<file path="src/rtl/blk_i2c_pkg.sv">
package blk_i2c_pkg;

  typedef enum logic [2:0] {
    PH_IDLE,
    PH_RX,
    PH_ACK,
    PH_TX,
    PH_MACK
  } phase_t;

  typedef enum logic [1:0] {
    RL_ADDR,
    RL_CMD,
    RL_CNT,
    RL_DATA
  } role_t;

  // Role of the byte that follows a byte with role r in a write transfer.
  function automatic role_t role_after(role_t r);
    case (r)
      RL_ADDR: return RL_CMD;
      RL_CMD:  return RL_CNT;
      default: return RL_DATA;
    endcase
  endfunction

  // True when the received address byte selects this target.
  function automatic logic addr_hit(logic [7:0] b, logic [6:0] dev);
    return b[7:1] == dev;
  endfunction

  // Saturating index step; stops at lim so it never wraps.
  function automatic int unsigned idx_step(int unsigned cur, int unsigned lim);
    return (cur >= lim) ? lim : cur + 1;
  endfunction

endpackage

</file>
<file path="src/rtl/blk_i2c_lines.sv">
module blk_i2c_lines (
  input  logic clk,
  input  logic rst_n,
  input  logic scl_i,
  input  logic sda_i,
  output logic sda_s,
  output logic scl_rise,
  output logic scl_fall,
  output logic cond_start,
  output logic cond_stop
);

  // [0],[1] synchronizer; [2] previous synchronized value
  logic [2:0] scl_sh;
  logic [2:0] sda_sh;

  always_ff @(posedge clk or negedge rst_n) begin
    if (!rst_n) begin
      scl_sh <= 3'b111;
      sda_sh <= 3'b111;
    end else begin
      scl_sh <= {scl_sh[1:0], scl_i};
      sda_sh <= {sda_sh[1:0], sda_i};
    end
  end

  assign sda_s      = sda_sh[1];
  assign scl_rise   = scl_sh[1] & ~scl_sh[2];
  assign scl_fall   = ~scl_sh[1] & scl_sh[2];
  assign cond_start = scl_sh[1] & scl_sh[2] & sda_sh[2] & ~sda_sh[1];
  assign cond_stop  = scl_sh[1] & scl_sh[2] & ~sda_sh[2] & sda_sh[1];

endmodule

</file>
<file path="src/rtl/blk_i2c_regbank.sv">
module blk_i2c_regbank #(
  parameter int NREG = 16,
  parameter int IW   = $clog2(NREG + 1)
) (
  input  logic              clk,
  input  logic              rst_n,
  input  logic              wr_en,
  input  logic [IW-1:0]     wr_idx,
  input  logic [7:0]        wr_data,
  input  logic [IW-1:0]     rd_idx,
  output logic [7:0]        rd_data,
  output logic [NREG*8-1:0] flat
);

  logic [7:0] regs [NREG];

  for (genvar g = 0; g < NREG; g++) begin : g_byte
    always_ff @(posedge clk or negedge rst_n) begin
      if (!rst_n)
        regs[g] <= 8'h00;
      else if (wr_en && wr_idx == IW'(g))
        regs[g] <= wr_data;
    end
    assign flat[g*8 +: 8] = regs[g];
  end

  // Indices past the bank read as zero.
  always_comb begin
    rd_data = 8'h00;
    for (int i = 0; i < NREG; i++)
      if (rd_idx == IW'(i)) rd_data = regs[i];
  end

endmodule

</file>
<file path="src/rtl/blk_i2c_slave.sv">
module blk_i2c_slave #(
  parameter logic [6:0] DEV_ADDR = 7'h52,
  parameter int         NREG     = 16
) (
  input  logic              clk,
  input  logic              rst_n,
  input  logic              scl_i,
  input  logic              sda_i,
  output logic              sda_pull_o,
  output logic [NREG*8-1:0] cfg_o
);
  import blk_i2c_pkg::*;

  localparam int         IW       = $clog2(NREG + 1);
  localparam logic [7:0] CNT_BYTE = 8'(NREG);
  localparam logic [IW-1:0] PTR_END = IW'(NREG);

  // line events
  logic sda_s, ev_scl_rise, ev_scl_fall, ev_start, ev_stop;

  blk_i2c_lines u_lines (
    .clk        (clk),
    .rst_n      (rst_n),
    .scl_i      (scl_i),
    .sda_i      (sda_i),
    .sda_s      (sda_s),
    .scl_rise   (ev_scl_rise),
    .scl_fall   (ev_scl_fall),
    .cond_start (ev_start),
    .cond_stop  (ev_stop)
  );

  phase_t        ph;
  role_t         role;
  logic [7:0]    sh;
  logic [3:0]    bcnt;
  logic          rd_mode;
  logic          nack_seen;
  logic [IW-1:0] ptr;
  logic          pull;

  logic          wr_en;
  logic [7:0]    rd_data;
  logic          byte_full;

  assign byte_full = (bcnt == 4'd8);

  // named events for the checker
  logic st_idle, st_addr0, st_mack;
  assign st_idle  = (ph == PH_IDLE);
  assign st_addr0 = (ph == PH_RX) && (role == RL_ADDR) && (bcnt == 4'd0);
  assign st_mack  = (ph == PH_MACK);

  assign wr_en = (ph == PH_RX) && ev_scl_fall && byte_full &&
                 (role == RL_DATA) && (ptr != PTR_END) && !ev_start && !ev_stop;

  blk_i2c_regbank #(.NREG(NREG), .IW(IW)) u_bank (
    .clk     (clk),
    .rst_n   (rst_n),
    .wr_en   (wr_en),
    .wr_idx  (ptr),
    .wr_data (sh),
    .rd_idx  (ptr),
    .rd_data (rd_data),
    .flat    (cfg_o)
  );

  always_ff @(posedge clk or negedge rst_n) begin
    if (!rst_n) begin
      ph        <= PH_IDLE;
      role      <= RL_ADDR;
      sh        <= 8'h00;
      bcnt      <= 4'd0;
      rd_mode   <= 1'b0;
      nack_seen <= 1'b0;
      ptr       <= '0;
      pull      <= 1'b0;
    end else if (ev_start) begin
      ph   <= PH_RX;
      role <= RL_ADDR;
      bcnt <= 4'd0;
      pull <= 1'b0;
    end else if (ev_stop) begin
      ph   <= PH_IDLE;
      pull <= 1'b0;
    end else begin
      case (ph)
        PH_RX: begin
          if (ev_scl_rise && !byte_full) begin
            sh   <= {sh[6:0], sda_s};
            bcnt <= bcnt + 4'd1;
          end else if (ev_scl_fall && byte_full) begin
            if (role == RL_ADDR && !addr_hit(sh, DEV_ADDR)) begin
              ph <= PH_IDLE;
            end else begin
              ph   <= PH_ACK;
              pull <= 1'b1;
              if (role == RL_ADDR) begin
                rd_mode <= sh[0];
                ptr     <= '0;
              end
              if (role == RL_DATA)
                ptr <= IW'(idx_step(int'(ptr), NREG));
            end
          end
        end
        PH_ACK: begin
          if (ev_scl_fall) begin
            bcnt <= 4'd0;
            if (role == RL_ADDR && rd_mode) begin
              ph   <= PH_TX;
              sh   <= CNT_BYTE;
              pull <= ~CNT_BYTE[7];
            end else begin
              ph   <= PH_RX;
              role <= role_after(role);
              pull <= 1'b0;
            end
          end
        end
        PH_TX: begin
          if (ev_scl_fall) begin
            if (bcnt == 4'd7) begin
              ph   <= PH_MACK;
              pull <= 1'b0;
            end else begin
              sh   <= {sh[6:0], 1'b0};
              pull <= ~sh[6];
              bcnt <= bcnt + 4'd1;
            end
          end
        end
        PH_MACK: begin
          if (ev_scl_rise) nack_seen <= sda_s;
          if (ev_scl_fall) begin
            if (nack_seen) begin
              ph <= PH_IDLE;
            end else begin
              ph   <= PH_TX;
              sh   <= rd_data;
              pull <= ~rd_data[7];
              bcnt <= 4'd0;
              ptr  <= IW'(idx_step(int'(ptr), NREG));
            end
          end
        end
        default: ;
      endcase
    end
  end

  assign sda_pull_o = pull;

endmodule

</file>
<file path="config.mk">
export PLATFORM = sky130hd
export DESIGN_NAME = blk_i2c_slave
export DESIGN_NICKNAME = d
export VERILOG_FILES = /design/src/rtl/blk_i2c_pkg.sv /design/src/rtl/blk_i2c_lines.sv /design/src/rtl/blk_i2c_regbank.sv /design/src/rtl/blk_i2c_slave.sv
export SDC_FILE = /design/constraint.sdc
export NUM_CORES = 1
export LEC_CHECK = 0
export BUFFER_PORTS_ARGS = -buffer_cell sky130_fd_sc_hd__buf_4
export CORE_MARGIN = 8
export CORE_UTILIZATION = 40
export DETAILED_ROUTE_END_ITERATION = 10
export PLACE_DENSITY = 0.56
export SYNTH_ARGS = -nofsm -noshare
export SYNTH_HDL_FRONTEND = slang
export SYNTH_SLANG_ARGS = --single-unit
</file>
<file path="constraint.sdc">
create_clock -name clk -period 2.6 [get_ports clk]
set_input_delay 0.13 -clock clk [delete_from_list [all_inputs] [get_ports clk]]
set_output_delay 0.13 -clock clk [all_outputs]
set_load 0.01 [all_outputs]
</file>
==> results.json <==
{
  "status": "finished with violations",
  "violations": "negative setup slack",
  "hold_class": "in -> async",
  "critical_path_cell_count": 10,
  "drive_gt1_share_pct": 37.3,
  "ant_nets": 0,
  "via_count": 7532,
  "routabilityCongestion": 0.942,
  "critical_path_class": "reg -> reg",
  "setup_viol": 2,
  "grt_antenna_before_repair": 0,
  "synth.cells.most_frequent": "153 x dfrtp_1, 80 x mux2_1, 58 x a21oi_1",
  "dieArea_um2": 26100,
  "setup_slack_ns": -0.0813,
  "wl_um": 31600,
  "fin_worst_skew_ns": 0.0112,
  "boundaryPins": 133,
  "rsz0062_at_grt": "true",
  "yosysMostFrequentCell": "dfrtp_1",
  "fmax_mhz": 373,
  "overflow": 0,
  "syn_nets": 799,
  "die_width_um": 161,
  "p_leak_nw": 5.44,
  "cp_max_fo": 4,
  "cap_violations": 0,
  "cts_made_buffers": 17,
  "final_hold_viol_count": 0,
  "synthToLayoutAreaGrowth_pct": 31.7,
  "syn_avg_cell_area_um2": 10.7,
  "yosysSeqAreaShare_pct": 47.1,
  "endpoint_kind": "register",
  "worst_setup_path_start_kind": "register",
  "crit_path_cell_trace": "inv_2 -> ha_4 -> or3b_4 -> buf_6 -> o32ai_4 -> a221oi_2 -> o41ai_2 -> buf_4 -> a211oi_4 -> a211oi_2",
  "ys_warn_count": 0,
  "die_h_um": 161,
  "hpwlAfterDp_um": 23400,
  "nFillCells": 1868,
  "yosys.area.top_type": "dfrtp_1",
  "synth.distinct_cells": 72,
  "crit_slowest_cell": "o41ai_2",
  "synth_edf_count": 0,
  "holdWs_ns": 0.312,
  "reg2regPathDepth": 10,
  "clock-sinks": 159,
  "slew_headroom_pct": 34.3,
  "cts_tree": "built",
  "synthArstFlopShare_pct": 100,
  "rrSetupSlack_ns": -0.08,
  "worst_slew_pin_slew_ns": 0.979,
  "final_util_pct": 53.3,
  "initial_core_util_pct": 40.5,
  "synthCells": 789,
  "rows": 53,
  "pwr_density_cell_nw_per_um2": 556,
  "path_buf_inv": 3,
  "critical_path_arrival_ns": 3.02,
  "finalInstanceArea_um2": 11100,
  "synth_area_leaders": "dfrtp_1 45%, mux2_1 11%, mux2_2 6.7%, a21oi_1 3.4%, clkbuf_1 2.4%",
  "clkLatencyLatePin_ns": 0.43,
  "synth_area_um2": 8460,
  "htree_levels": 4,
  "path_clk_slew_ns": 0.07,
  "finalNetCount": 991,
  "core_area_um2": 20900,
  "critPathMaxStageDelay_ns": 0.48,
  "min_period_ns": 2.68,
  "grt_max_degree": 79,
  "dp.cells": 1228,
  "clockBufferDepth": 2,
  "wl_per_cell_um": 24.9,
  "drc": 0,
  "critical_path_required_ns": 2.94,
  "synth_flop_cell": "dfrtp_1",
  "dr.pass1.iters": 5,
  "ir_drop_mv": 0.413,
  "finalCritPeriodShare_pct": 103,
  "finalMaxSlewViolations": 0,
  "drt_first_iter_violations": 655,
  "synth_top_area_share_pct": 45.3,
  "layoutNonFillerInstCount": 1269,
  "viasPerCell": 5.94,
  "place_area_um2": 10300,
  "grt_pass1_vias": 7741,
  "grt_usage_pct": 24.3,
  "clockRootBuffer": "clkbuf_16",
  "grt_pass1_wl_um": 48800,
  "critical-path-top-delay-family": "compound AO/OA/AOI/OAI gates",
  "yosys_register_bits": 159,
  "port_buffers": 132,
  "antennaDiodeCount": 0
}
## through the flow
stage / power [mW] / setup TNS (ns) / setup WS, ns
6_report: 6.19 / -0.112 / -0.0813
5_1_grt: 6.41 / -0.262 / -0.136
4_1_cts: 6.17 / -0.122 / -0.0813
3_5_place_dp: 3.76 / -1.62 / -0.510
3_3_place_gp: 3.73 / -0.914 / -0.527
2_1_floorplan: 3.24 / 0 / 0.231
## layout make-up
| type | instances | area (um2) | share of cell area [%] |
|---|---|---|---|
| Inverter | 21 | 78.8 | 0.708 |
| Clock inverter | 14 | 121 | 1.09 |
| Sequential cell | 159 | 3990 | 35.8 |
| Multi-Input combinational cell | 548 | 4330 | 38.9 |
| Tap cell | 275 | 344 | 3.09 |
| Clock buffer | 18 | 439 | 3.94 |
| Timing Repair Buffer | 234 | 1840 | 16.5 |
## metal layers
layer  share of wire [%]  global-route usage, %  wire [um]  vias up
met5                   0                      0          0        -
met2                  47                   37.6      14800      352
met1                  44                   33.2      13900     3817
li1                    -                      -          -     3317
met4                 2.5                   8.25        790        0
met3                 6.6                   5.24       2090       46
## kinds of logic after synthesis
| family | Yosys count | share of synthesized area (%) |
|---|---|---|
| AO/OA/AOI/OAI | 194 | 15.4 |
| XOR/XNOR | 2 | 0.207 |
| adder cells (fa/ha/maj) | 6 | 0.887 |
| buffers and inverters | 82 | 3.73 |
| flip-flops | 159 | 47.1 |
| multiplexers | 135 | 17.9 |
| AND/OR/NAND/NOR | 211 | 14.7 |
## cell usage in the layout, fill, tap and decap left out, types with 6 or more instances in the layout
master     synthesis  routed
mux2_1            80      80
dfstp_2            6       6
nand2_2           10      11
o32ai_1           11       9
nor2b_1           18      17
nor3b_1           11      10
a221oi_1          11      10
nand2_1           38      33
a21oi_1           58      56
nand3b_1          11      11
o22ai_1           10      10
nor2_1            48      47
o21ai_0           28      25
nand2b_1          13      13
nor3_1             9       9
mux2_2            50      50
o221ai_1           6       6
o31ai_1            6       6
buf_4              1     223
clkbuf_16          0      17
inv_1             21      19
nor4bb_1           7       6
dfrtp_1          153     151
## report_power, final
group	internal, mW	switching [mW]
Combinational	0.340	0.697
Sequential	2.57	0.150
Clock	1.28	1.15
## worst paths after layout
| kind | start | endpoint |
|---|---|---|
| worst max-delay path | ptr[0]$_DFFE_PN0P_ | sh[6]$_DFFE_PN0P_ |
| worst min-delay path | rst_n | u_bank.flat[18]$_DFFE_PN0P_ |
| worst max register to register | ptr[0]$_DFFE_PN0P_ | sh[6]$_DFFE_PN0P_ |
| worst min register to register | u_lines.scl_sh[0]$_DFF_PN1_ | u_lines.scl_sh[1]$_DFF_PN1_ |
| max in group asynchronous | rst_n | u_lines.scl_sh[2]$_DFF_PN1_ |
| min in group clk | u_lines.scl_sh[0]$_DFF_PN1_ | u_lines.scl_sh[1]$_DFF_PN1_ |
## flip-flops by register name, summed over array words and instances, names as in the netlist
signal	cells
rd_mode	1
bcnt	4
role	2
sh	8
ph	3
ptr	5
sda_pull_o	1
u_lines.scl_sh	3
u_bank.flat	128
u_lines.sda_sh	3
nack_seen	1
## what timing repair did
item	in CTS	in global routing
pin swaps	3	12
endpoints found under the hold margin	78	0
gates resized for setup	16	29
setup endpoints to repair	76	114
hold buffers	3	0
buffers inserted	1	5
(Power assumes the default switching activity.)
